===== src/rtl/mac_reg_pkg.sv =====
package mac_reg_pkg;

    localparam int DATA_W  = 32;
    localparam int NUM_SRC = 7;
    localparam int CTL_W   = 8;
    localparam int THR_W   = 6;
    localparam int SADR_BYTES = 6;

    // word indices (byte offset >> 2)
    localparam logic [5:0] W_STAT  = 6'h00;
    localparam logic [5:0] W_MASK  = 6'h01;
    localparam logic [5:0] W_RCTL  = 6'h02;
    localparam logic [5:0] W_TCTL  = 6'h03;
    localparam logic [5:0] W_SADR0 = 6'h05;
    localparam logic [5:0] W_SADR1 = 6'h06;
    localparam logic [5:0] W_THR   = 6'h07;
    localparam logic [5:0] W_MCTL  = 6'h08;
    localparam logic [5:0] W_MDIV  = 6'h09;
    localparam logic [5:0] W_MTXD  = 6'h0B;
    localparam logic [5:0] W_XMIT  = 6'h0E;

    // interrupt source bit positions
    localparam int IRQ_RX    = 0;
    localparam int IRQ_TXERR = 1;
    localparam int IRQ_TXEMP = 2;
    localparam int IRQ_FOV   = 3;
    localparam int IRQ_RXERR = 4;
    localparam int IRQ_MDONE = 5;
    localparam int IRQ_PHY   = 6;

    // side-effect bit positions
    localparam int RCTL_FLUSH_BIT = 4;
    localparam int XMIT_GO_BIT    = 0;
    localparam int MCTL_START_BIT = 0;

    // reset values
    localparam logic [NUM_SRC-1:0] MASK_RST = {NUM_SRC{1'b1}};
    localparam logic [CTL_W-1:0]   RCTL_RST = 8'h08;
    localparam logic [THR_W-1:0]   THR_RST  = {THR_W{1'b1}};
    localparam logic [CTL_W-1:0]   MDIV_RST = 8'h80;

    typedef struct packed {
        logic stat;
        logic mask;
        logic rctl;
        logic tctl;
        logic sadr0;
        logic sadr1;
        logic thr;
        logic mctl;
        logic mdiv;
        logic mtxd;
        logic xmit;
    } wr_sel_t;

    function automatic wr_sel_t decode_write(input logic [5:0] idx, input logic we);
        wr_sel_t s;
        s.stat  = we && (idx == W_STAT);
        s.mask  = we && (idx == W_MASK);
        s.rctl  = we && (idx == W_RCTL);
        s.tctl  = we && (idx == W_TCTL);
        s.sadr0 = we && (idx == W_SADR0);
        s.sadr1 = we && (idx == W_SADR1);
        s.thr   = we && (idx == W_THR);
        s.mctl  = we && (idx == W_MCTL);
        s.mdiv  = we && (idx == W_MDIV);
        s.mtxd  = we && (idx == W_MTXD);
        s.xmit  = we && (idx == W_XMIT);
        return s;
    endfunction

endpackage


===== src/rtl/cfg_field.sv =====
module cfg_field #(
    parameter int         W    = 8,
    parameter logic [W-1:0] RSTV = '0,
    parameter logic [W-1:0] KEEP = {W{1'b1}}
) (
    input  logic         clk,
    input  logic         rst,
    input  logic         we,
    input  logic [W-1:0] d,
    output logic [W-1:0] q
);

    always_ff @(posedge clk) begin
        if (rst)
            q <= RSTV;
        else if (we)
            q <= d & KEEP;
    end

    // a loaded field holds the written value under its keep mask
    a_r12_field_load: assert property (@(posedge clk) disable iff (rst)
        we |=> (q == ($past(d) & KEEP)));

endmodule


===== src/rtl/irq_unit.sv =====
module irq_unit
    import mac_reg_pkg::*;
(
    input  logic               clk,
    input  logic               rst,
    input  logic               ack_we,
    input  logic               mask_we,
    input  logic [DATA_W-1:0]  wdata,
    input  logic [NUM_SRC-1:0] set_i,
    output logic [NUM_SRC-1:0] raw_o,
    output logic [NUM_SRC-1:0] mask_o,
    output logic               irq_o,
    output logic               tx_flush_o
);

    logic [NUM_SRC-1:0] clr_vec;
    logic [NUM_SRC-1:0] raw_next;

    always_comb begin
        clr_vec  = ack_we ? wdata[NUM_SRC-1:0] : '0;
        // set beats clear so no event is lost
        raw_next = (raw_o & ~clr_vec) | set_i;
    end

    always_ff @(posedge clk) begin
        if (rst) begin
            raw_o      <= '0;
            mask_o     <= MASK_RST;
            tx_flush_o <= 1'b0;
        end else begin
            raw_o      <= raw_next;
            if (mask_we)
                mask_o <= wdata[NUM_SRC-1:0];
            tx_flush_o <= ack_we && wdata[IRQ_TXERR];
        end
    end

    assign irq_o = |(raw_o & mask_o);

    // every pulsed source is set one edge later, even under a clear
    a_r1_set_wins: assert property (@(posedge clk) disable iff (rst)
        (|set_i) |=> ((raw_o & $past(set_i)) == $past(set_i)));

    // acknowledged bits without a concurrent set are cleared
    a_r3_ack_clears: assert property (@(posedge clk) disable iff (rst)
        (ack_we && ((wdata[NUM_SRC-1:0] & ~set_i) != '0))
        |=> ((raw_o & $past(wdata[NUM_SRC-1:0] & ~set_i)) == '0));

    // acknowledging the TX error bit flushes the TX FIFO for one cycle
    a_r4_tx_flush: assert property (@(posedge clk) disable iff (rst)
        (ack_we && wdata[IRQ_TXERR]) |=> tx_flush_o);

    a_r4_tx_flush_only: assert property (@(posedge clk) disable iff (rst)
        !(ack_we && wdata[IRQ_TXERR]) |=> !tx_flush_o);

    // with all sources masked the line stays low
    a_r2_mask_quiet: assert property (@(posedge clk) disable iff (rst)
        (mask_o == '0) |-> !irq_o);

endmodule


===== src/rtl/ctl_unit.sv =====
module ctl_unit
    import mac_reg_pkg::*;
(
    input  logic                    clk,
    input  logic                    rst,
    input  wr_sel_t                 sel,
    input  logic [DATA_W-1:0]       wdata,
    output logic [CTL_W-1:0]        rctl_o,
    output logic [CTL_W-1:0]        tctl_o,
    output logic [THR_W-1:0]        thr_o,
    output logic [CTL_W-1:0]        mctl_o,
    output logic [CTL_W-1:0]        mdiv_o,
    output logic [CTL_W-1:0]        mtxd_o,
    output logic [8*SADR_BYTES-1:0] sadr_o,
    output logic                    rx_flush_o,
    output logic                    tx_go_o
);

    localparam logic [CTL_W-1:0] MCTL_KEEP = ~(CTL_W'(1) << MCTL_START_BIT);
    localparam int LOW_WORD_BYTES = DATA_W / 8;

    cfg_field #(.W(CTL_W), .RSTV(RCTL_RST)) u_rctl (
        .clk(clk), .rst(rst), .we(sel.rctl), .d(wdata[CTL_W-1:0]), .q(rctl_o));

    cfg_field #(.W(CTL_W)) u_tctl (
        .clk(clk), .rst(rst), .we(sel.tctl), .d(wdata[CTL_W-1:0]), .q(tctl_o));

    cfg_field #(.W(THR_W), .RSTV(THR_RST)) u_thr (
        .clk(clk), .rst(rst), .we(sel.thr), .d(wdata[THR_W-1:0]), .q(thr_o));

    cfg_field #(.W(CTL_W), .KEEP(MCTL_KEEP)) u_mctl (
        .clk(clk), .rst(rst), .we(sel.mctl), .d(wdata[CTL_W-1:0]), .q(mctl_o));

    cfg_field #(.W(CTL_W), .RSTV(MDIV_RST)) u_mdiv (
        .clk(clk), .rst(rst), .we(sel.mdiv), .d(wdata[CTL_W-1:0]), .q(mdiv_o));

    cfg_field #(.W(CTL_W)) u_mtxd (
        .clk(clk), .rst(rst), .we(sel.mtxd), .d(wdata[CTL_W-1:0]), .q(mtxd_o));

    // station address: bytes in the low word come from one offset, the rest from the next
    for (genvar b = 0; b < SADR_BYTES; b++) begin : g_sadr
        localparam int LANE = (b < LOW_WORD_BYTES) ? b : b - LOW_WORD_BYTES;
        logic byte_we;
        assign byte_we = (b < LOW_WORD_BYTES) ? sel.sadr0 : sel.sadr1;
        cfg_field #(.W(8)) u_byte (
            .clk(clk), .rst(rst), .we(byte_we),
            .d(wdata[8*LANE +: 8]), .q(sadr_o[8*b +: 8]));
    end

    always_ff @(posedge clk) begin
        if (rst) begin
            rx_flush_o <= 1'b0;
            tx_go_o    <= 1'b0;
        end else begin
            rx_flush_o <= sel.rctl && wdata[RCTL_FLUSH_BIT];
            tx_go_o    <= sel.xmit && wdata[XMIT_GO_BIT];
        end
    end

    // RX FIFO flush strobe follows exactly the flagged control write
    a_r5_rx_flush: assert property (@(posedge clk) disable iff (rst)
        (sel.rctl && wdata[RCTL_FLUSH_BIT]) |=> rx_flush_o);

    a_r5_rx_flush_only: assert property (@(posedge clk) disable iff (rst)
        !(sel.rctl && wdata[RCTL_FLUSH_BIT]) |=> !rx_flush_o);

    // manual transmit strobe
    a_r10_tx_go: assert property (@(posedge clk) disable iff (rst)
        (sel.xmit && wdata[XMIT_GO_BIT]) |=> tx_go_o);

    a_r10_tx_go_only: assert property (@(posedge clk) disable iff (rst)
        !(sel.xmit && wdata[XMIT_GO_BIT]) |=> !tx_go_o);

    // a management start written as one reads back finished
    a_r7_start_clear: assert property (@(posedge clk) disable iff (rst)
        sel.mctl |=> !mctl_o[MCTL_START_BIT]);

endmodule


===== src/rtl/rd_mux.sv =====
module rd_mux
    import mac_reg_pkg::*;
(
    input  logic [5:0]              idx,
    input  logic [NUM_SRC-1:0]      raw,
    input  logic [NUM_SRC-1:0]      mask,
    input  logic [CTL_W-1:0]        rctl,
    input  logic [CTL_W-1:0]        tctl,
    input  logic [THR_W-1:0]        thr,
    input  logic [CTL_W-1:0]        mctl,
    input  logic [CTL_W-1:0]        mdiv,
    input  logic [CTL_W-1:0]        mtxd,
    input  logic [8*SADR_BYTES-1:0] sadr,
    output logic [DATA_W-1:0]       rdata
);

    localparam int LOW_W = DATA_W;
    localparam int HI_W  = 8*SADR_BYTES - DATA_W;

    always_comb begin
        rdata = '0;
        unique case (idx)
            W_STAT:  rdata = DATA_W'(raw);
            W_MASK:  rdata = DATA_W'(mask);
            W_RCTL:  rdata = DATA_W'(rctl);
            W_TCTL:  rdata = DATA_W'(tctl);
            W_SADR0: rdata = sadr[LOW_W-1:0];
            W_SADR1: rdata = DATA_W'(sadr[LOW_W +: HI_W]);
            W_THR:   rdata = DATA_W'(thr);
            W_MCTL:  rdata = DATA_W'(mctl);
            W_MDIV:  rdata = DATA_W'(mdiv);
            W_MTXD:  rdata = DATA_W'(mtxd);
            default: rdata = '0;
        endcase
    end

endmodule


===== src/rtl/mac_regbank.sv =====
module mac_regbank
    import mac_reg_pkg::*;
#(
    parameter int ADDR_W = 8
) (
    input  logic                    clk,
    input  logic                    rst,
    input  logic [ADDR_W-1:0]       bus_addr,
    input  logic                    bus_we,
    input  logic [DATA_W-1:0]       bus_wdata,
    output logic [DATA_W-1:0]       bus_rdata,
    input  logic [NUM_SRC-1:0]      evt_set,
    output logic                    irq,
    output logic                    tx_fifo_flush,
    output logic                    rx_fifo_flush,
    output logic                    tx_start,
    output logic [CTL_W-1:0]        rx_ctl,
    output logic [CTL_W-1:0]        tx_ctl,
    output logic [THR_W-1:0]        tx_thresh,
    output logic [CTL_W-1:0]        mgmt_ctl,
    output logic [CTL_W-1:0]        mgmt_div,
    output logic [CTL_W-1:0]        mgmt_txd,
    output logic [8*SADR_BYTES-1:0] station_addr
);

    localparam int IDX_W = ADDR_W - 2;

    logic [IDX_W-1:0]   word_idx;
    logic               in_window;
    logic [5:0]         map_idx;
    wr_sel_t            sel;
    logic [NUM_SRC-1:0] raw_stat;
    logic [NUM_SRC-1:0] irq_mask;
    logic [DATA_W-1:0]  mux_data;

    assign word_idx  = bus_addr[ADDR_W-1:2];
    // the map occupies the first 64 words; above that nothing is decoded
    assign in_window = (32'(word_idx) < 64);
    assign map_idx   = word_idx[5:0];
    assign sel       = decode_write(map_idx, bus_we && in_window);

    irq_unit u_irq (
        .clk        (clk),
        .rst        (rst),
        .ack_we     (sel.stat),
        .mask_we    (sel.mask),
        .wdata      (bus_wdata),
        .set_i      (evt_set),
        .raw_o      (raw_stat),
        .mask_o     (irq_mask),
        .irq_o      (irq),
        .tx_flush_o (tx_fifo_flush)
    );

    ctl_unit u_ctl (
        .clk        (clk),
        .rst        (rst),
        .sel        (sel),
        .wdata      (bus_wdata),
        .rctl_o     (rx_ctl),
        .tctl_o     (tx_ctl),
        .thr_o      (tx_thresh),
        .mctl_o     (mgmt_ctl),
        .mdiv_o     (mgmt_div),
        .mtxd_o     (mgmt_txd),
        .sadr_o     (station_addr),
        .rx_flush_o (rx_fifo_flush),
        .tx_go_o    (tx_start)
    );

    rd_mux u_rd (
        .idx   (map_idx),
        .raw   (raw_stat),
        .mask  (irq_mask),
        .rctl  (rx_ctl),
        .tctl  (tx_ctl),
        .thr   (tx_thresh),
        .mctl  (mgmt_ctl),
        .mdiv  (mgmt_div),
        .mtxd  (mgmt_txd),
        .sadr  (station_addr),
        .rdata (mux_data)
    );

    assign bus_rdata = in_window ? mux_data : '0;

    // a write outside the map leaves every setting where it was
    a_r11_unmapped_write: assert property (@(posedge clk) disable iff (rst)
        (bus_we && !in_window && (evt_set == '0))
        |=> ($stable(raw_stat) && $stable(irq_mask) && $stable(rx_ctl) && $stable(station_addr)));

endmodule


===== config.mk =====
export PLATFORM = sky130hd
export DESIGN_NAME = mac_regbank
export DESIGN_NICKNAME = d
export VERILOG_FILES = /design/src/rtl/mac_reg_pkg.sv /design/src/rtl/cfg_field.sv /design/src/rtl/irq_unit.sv /design/src/rtl/ctl_unit.sv /design/src/rtl/rd_mux.sv /design/src/rtl/mac_regbank.sv
export SDC_FILE = /design/constraint.sdc
export NUM_CORES = 1
export LEC_CHECK = 0
export CELL_PAD_IN_SITES_DETAIL_PLACEMENT = 1
export CELL_PAD_IN_SITES_GLOBAL_PLACEMENT = 2
export CORE_MARGIN = 8
export CORE_UTILIZATION = 27
export CTS_CLUSTER_DIAMETER = 30
export DETAILED_ROUTE_END_ITERATION = 8
export PLACE_DENSITY = 0.85
export SLEW_MARGIN = 20
export SYNTH_ARGS = -nofsm -noshare
export SYNTH_HDL_FRONTEND = slang
export SYNTH_SLANG_ARGS = --single-unit
export TNS_END_PERCENT = 30

===== constraint.sdc =====
create_clock -name clk -period 3.56 [get_ports clk]
set_clock_uncertainty 0.1 [all_clocks]
set_input_delay 0.356 -clock clk [delete_from_list [all_inputs] [get_ports clk]]
set_output_delay 0.356 -clock clk [all_outputs]
set_load 0.05 [all_outputs]

==> flow_results.xml <==
<?xml version="1.0" encoding="UTF-8"?>
<metrics>
  <group name="routing">
    <metric name="met3_length" unit="µm">1500</metric>
    <metric name="routed.top_layer" unit="">met4</metric>
    <metric name="vias" unit="">4825</metric>
    <metric name="routed_wl" unit="µm">20000</metric>
    <metric name="drt-wirelength-per-cell" unit="µm">20.8</metric>
    <metric name="drt-met1-wl" unit="µm">8680</metric>
    <metric name="route.antenna.remaining_nets" unit="">0</metric>
    <metric name="drt_drc_violations_left" unit="">0</metric>
    <metric name="post_drt_via_cell_ratio" unit="">5.03</metric>
    <metric name="drtIter0Drc" unit="">183</metric>
    <metric name="routed-wl-met2" unit="µm">9480</metric>
    <metric name="drt_pre_antenna_iters" unit="">5</metric>
  </group>
  <group name="timing">
    <metric name="setup_violations" unit="">0</metric>
    <metric name="grt_setup_unrepaired" unit="">false</metric>
    <metric name="timing.setup.tns" unit="ns">0</metric>
    <metric name="final_min_period_over_clock_period" unit="%">85.9</metric>
    <metric name="post-route-worst-setup-slack" unit="ns">0.501</metric>
    <metric name="fmaxAchievable" unit="GHz">0.327</metric>
    <metric name="final-max-slew-violation-count" unit="">0</metric>
    <metric name="period_minus_slack" unit="ns">3.06</metric>
    <metric name="max-slew-margin-rel" unit="%">46.7</metric>
    <metric name="hold_viol" unit="">0</metric>
    <metric name="tightestPinTransition" unit="ns">0.799</metric>
  </group>
  <group name="floorplan">
    <metric name="row_count" unit="">49</metric>
    <metric name="die_width" unit="µm">151</metric>
    <metric name="floorplan.die_area" unit="mm²">0.0227</metric>
    <metric name="boundaryPins" unit="">180</metric>
    <metric name="coreArea" unit="mm²">0.0179</metric>
    <metric name="die_h" unit="µm">151</metric>
    <metric name="start_util" unit="%">27.3</metric>
  </group>
  <group name="pwr">
    <metric name="totalPowerFinal" unit="W">0.00263</metric>
    <metric name="comb_power_share" unit="%">9.7</metric>
    <metric name="seqPwrFrac" unit="%">47.5</metric>
    <metric name="switching_share" unit="%">24.8</metric>
    <metric name="peakVddDrop" unit="mV">0.215</metric>
    <metric name="leakagePower" unit="nW">2.93</metric>
    <metric name="power_density" unit="mW/mm²">349</metric>
    <metric name="p_sw" unit="W">0.000654</metric>
    <metric name="clock_power_share" unit="%">42.8</metric>
    <metric name="internal_power" unit="W">0.00198</metric>
  </group>
  <group name="setup_path">
    <metric name="crit_fanout" unit="">15</metric>
    <metric name="worst_ep_required_time" unit="ns">3.10</metric>
    <metric name="reg2reg_depth" unit="">2</metric>
    <metric name="critical_path_arrival" unit="ns">2.60</metric>
    <metric name="critical_setup_path_kind" unit="">in -&gt; out</metric>
    <metric name="critical_path.endpoint_type" unit="">output pin</metric>
    <metric name="worst_setup_path_start_kind" unit="">primary input</metric>
  </group>
  <group name="synthesis">
    <metric name="synth-edff-count" unit="">0</metric>
    <metric name="post_synth_most_frequent_cells" unit="">110 x dfxtp_1, 89 x nand2_1, 61 x a21oi_1</metric>
    <metric name="ys_warn_count" unit="">0</metric>
    <metric name="synth.lib_cells_used.distinct" unit="">39</metric>
    <metric name="postSynthNetCount" unit="">614</metric>
    <metric name="synth.avg_cell_area" unit="µm²">8.67</metric>
    <metric name="ranking_of_synthesized_cells_by_area" unit="">dfxtp_1 45%, mux2i_1 9.2%, nand2_1 6.8%, a21oi_1 6.2%, nor2_1 4.5%</metric>
    <metric name="synth.yosys.seq_area_share" unit="%">45.0</metric>
    <metric name="postSynthCellCount" unit="">564</metric>
    <metric name="synth_top_cell_by_area" unit="">dfxtp_1</metric>
    <metric name="yosys_register_bits" unit="">110</metric>
    <metric name="synth_largest_type_area_fraction" unit="%">45.0</metric>
    <metric name="synthArstFlopShare" unit="%">0</metric>
    <metric name="dominantRegCellSynth" unit="">dfxtp_1</metric>
    <metric name="mappedNetlistArea" unit="mm²">0.00489</metric>
    <metric name="synthMostInstantiatedCell" unit="">dfxtp_1</metric>
  </group>
  <group name="clock_tree">
    <metric name="total_cts_buffers" unit="">9</metric>
    <metric name="cts.sink_count" unit="">110</metric>
    <metric name="cts_hold_buffers" unit="">0</metric>
    <metric name="clk_transition_reported_paths" unit="ns">0.07</metric>
    <metric name="cts_buffer_depth" unit="">2</metric>
    <metric name="cts_root_buffer" unit="">clkbuf_16</metric>
    <metric name="post-cts-setup-buffer-count" unit="">0</metric>
    <metric name="worstSkewPairLatency" unit="ns">0.35</metric>
    <metric name="cts_htree_levels" unit="">3</metric>
    <metric name="post_cts_resize_count" unit="">0</metric>
    <metric name="cts_tree" unit="">built</metric>
  </group>
  <group name="global_route">
    <metric name="grt_start_max_net_pins" unit="">74</metric>
    <metric name="via_count_of_the_first_global_routing_pass" unit="">5065</metric>
    <metric name="grtUsageTotal" unit="%">17.2</metric>
    <metric name="grt_pass1_wl" unit="µm">29800</metric>
    <metric name="leftover_overflow_at_the_end_of_global_routing" unit="">0</metric>
    <metric name="antenna_violations_before_repair" unit="">0</metric>
  </group>
  <group name="job">
    <metric name="max-cap-violations" unit="">0</metric>
  </group>
  <group name="run_status">
    <metric name="run_status" unit="">finished, final reports clean</metric>
  </group>
  <group name="cells_and_area">
    <metric name="nets" unit="">775</metric>
    <metric name="final-seq-area" unit="mm²">0.00220</metric>
    <metric name="filler_instances" unit="">2058</metric>
    <metric name="areaGrowthSynthToFinish" unit="%">54.2</metric>
    <metric name="finish.cell_count_without_fillers" unit="">959</metric>
    <metric name="layout.cell_area.non_filler" unit="mm²">0.00754</metric>
    <metric name="n_antenna_cell" unit="">0</metric>
    <metric name="share_of_layout_cells_above_drive_strength_1" unit="%">12.5</metric>
    <metric name="multi_input_area" unit="mm²">0.00242</metric>
  </group>
  <group name="place">
    <metric name="dp.final_hpwl" unit="µm">15100</metric>
    <metric name="number_of_cells_in_the_design_after_placement" unit="">943</metric>
    <metric name="buffer_ports.inserted" unit="">176</metric>
    <metric name="detailed_place.area" unit="mm²">0.00722</metric>
    <metric name="globalplace.congestion" unit="">0.836</metric>
    <metric name="dp_worst_setup_slack" unit="ns">0.519</metric>
  </group>
  <group name="hold_path">
    <metric name="min_path_cells" unit="">2</metric>
    <metric name="min-delay-path-class" unit="">reg -&gt; reg</metric>
  </group>
</metrics>
metal layers:
metal | vias up | global-route usage, %
met5 | - | 0
met4 | 0 | 5.00
met3 | 22 | 4.21
met2 | 169 | 29.6
met1 | 2356 | 20.8
li1 | 2278 | -
flip-flops by register name, indices dropped and copies added (netlist names):
| register | count |
|---|---|
| u_ctl.rx_flush_o | 1 |
| u_ctl.g_sadr.u_byte.q | 48 |
| u_ctl.u_mctl.q | 7 |
| u_ctl.u_mtxd.q | 8 |
| u_ctl.u_tctl.q | 8 |
| u_irq.raw_o | 7 |
| u_ctl.tx_go_o | 1 |
| u_irq.mask_o | 7 |
| u_ctl.u_rctl.q | 8 |
| u_irq.tx_flush_o | 1 |
| u_ctl.u_thr.q | 6 |
| u_ctl.u_mdiv.q | 8 |
layout by cell type, fill, tap and decap left out, types with 2 or more instances in the layout:
master           Yosys  routed
nor4b_4              2       2
nand4_1              7       7
and3_1              21      21
and2_1               4       4
nor2_1              59      59
nand2_1             89      89
a21oi_1             61      61
mux2i_1             45      45
dfxtp_1            110     110
mux4_2               6       6
bufinv_16            0       2
inv_1               10      10
a211o_1             16      16
a22oi_1              5       5
mux2_2               6       6
nand3_2              2       2
clkdlybuf4s50_1      0     143
buf_12               0      32
clkbuf_16            0       9
a22o_1               8       8
and4_1               2       2
o21ai_0              4       4
nand3_1             27      27
buf_4                2      26
a221oi_1             2       2
o2bb2ai_1            2       2
a222oi_1             3       3
nor2b_1             11      11
inv_6                0       3
power groups by stage:
stage / clock network [W] / logic (W) / registers (W)
3_3_place_gp: 0 / 0.000251 / 0.00128
3_5_place_dp: 0 / 0.000254 / 0.00128
4_1_cts: 0.00116 / 0.000256 / 0.00125
6_report: 0.00113 / 0.000255 / 0.00125
5_1_grt: 0.00121 / 0.000271 / 0.00125
2_1_floorplan: 0 / 0.000113 / 0.00129
cells by family (layout without fill, tap and decap cells):
logic type	count (synthesis)	after routing	share of synthesized area, %
flip-flops	110	110	45.0
buffers and inverters	61	227	5.47
AO/OA/AOI/OAI	106	106	13.8
AND/OR/NAND/NOR	229	229	22.3
multiplexers	57	57	13.4
other	1	1	0.0767
worst max-delay path, stage by stage:
cell	delay, ns
clkdlybuf4s50_1	0.61
nor4b_4	0.46
and2_1	0.49
buf_4	0.32
a22o_1	0.22
buf_12	0.15
layout make-up:
type                    count  share of cell area, %
multi-input cells         393                   32.1
repair buffers            201                   30.1
flip-flops and latches    110                   29.2
well taps                 229                   3.80
clock buffers              10                   3.04
clock inverters             6                   1.29
inverters                  10                  0.498
worst paths after layout:
kind / endpoint / slack [ns] / from
max: bus_rdata[15] / 0.50 / bus_addr[7]
min: u_ctl.g_sadr[2].u_byte.q[4] / 0.37 / u_ctl.g_sadr[2].u_byte.q[4]
max reg2reg: u_ctl.u_thr.q[1] / 2.60 / u_ctl.u_thr.q[1]
min reg2reg: u_ctl.g_sadr[2].u_byte.q[4] / 0.37 / u_ctl.g_sadr[2].u_byte.q[4]
stage by stage:
step | hold WS (ns) | utilization, %
6_report | 0.371 | 42.1
5_1_grt | 0.398 | 42.1
4_1_cts | 0.377 | 42.1
3_5_place_dp | 0.367 | 40.3
3_3_place_gp | 0.355 | 40.3
2_1_floorplan | 0.352 | -
Power figures use the tool's default switching activity.
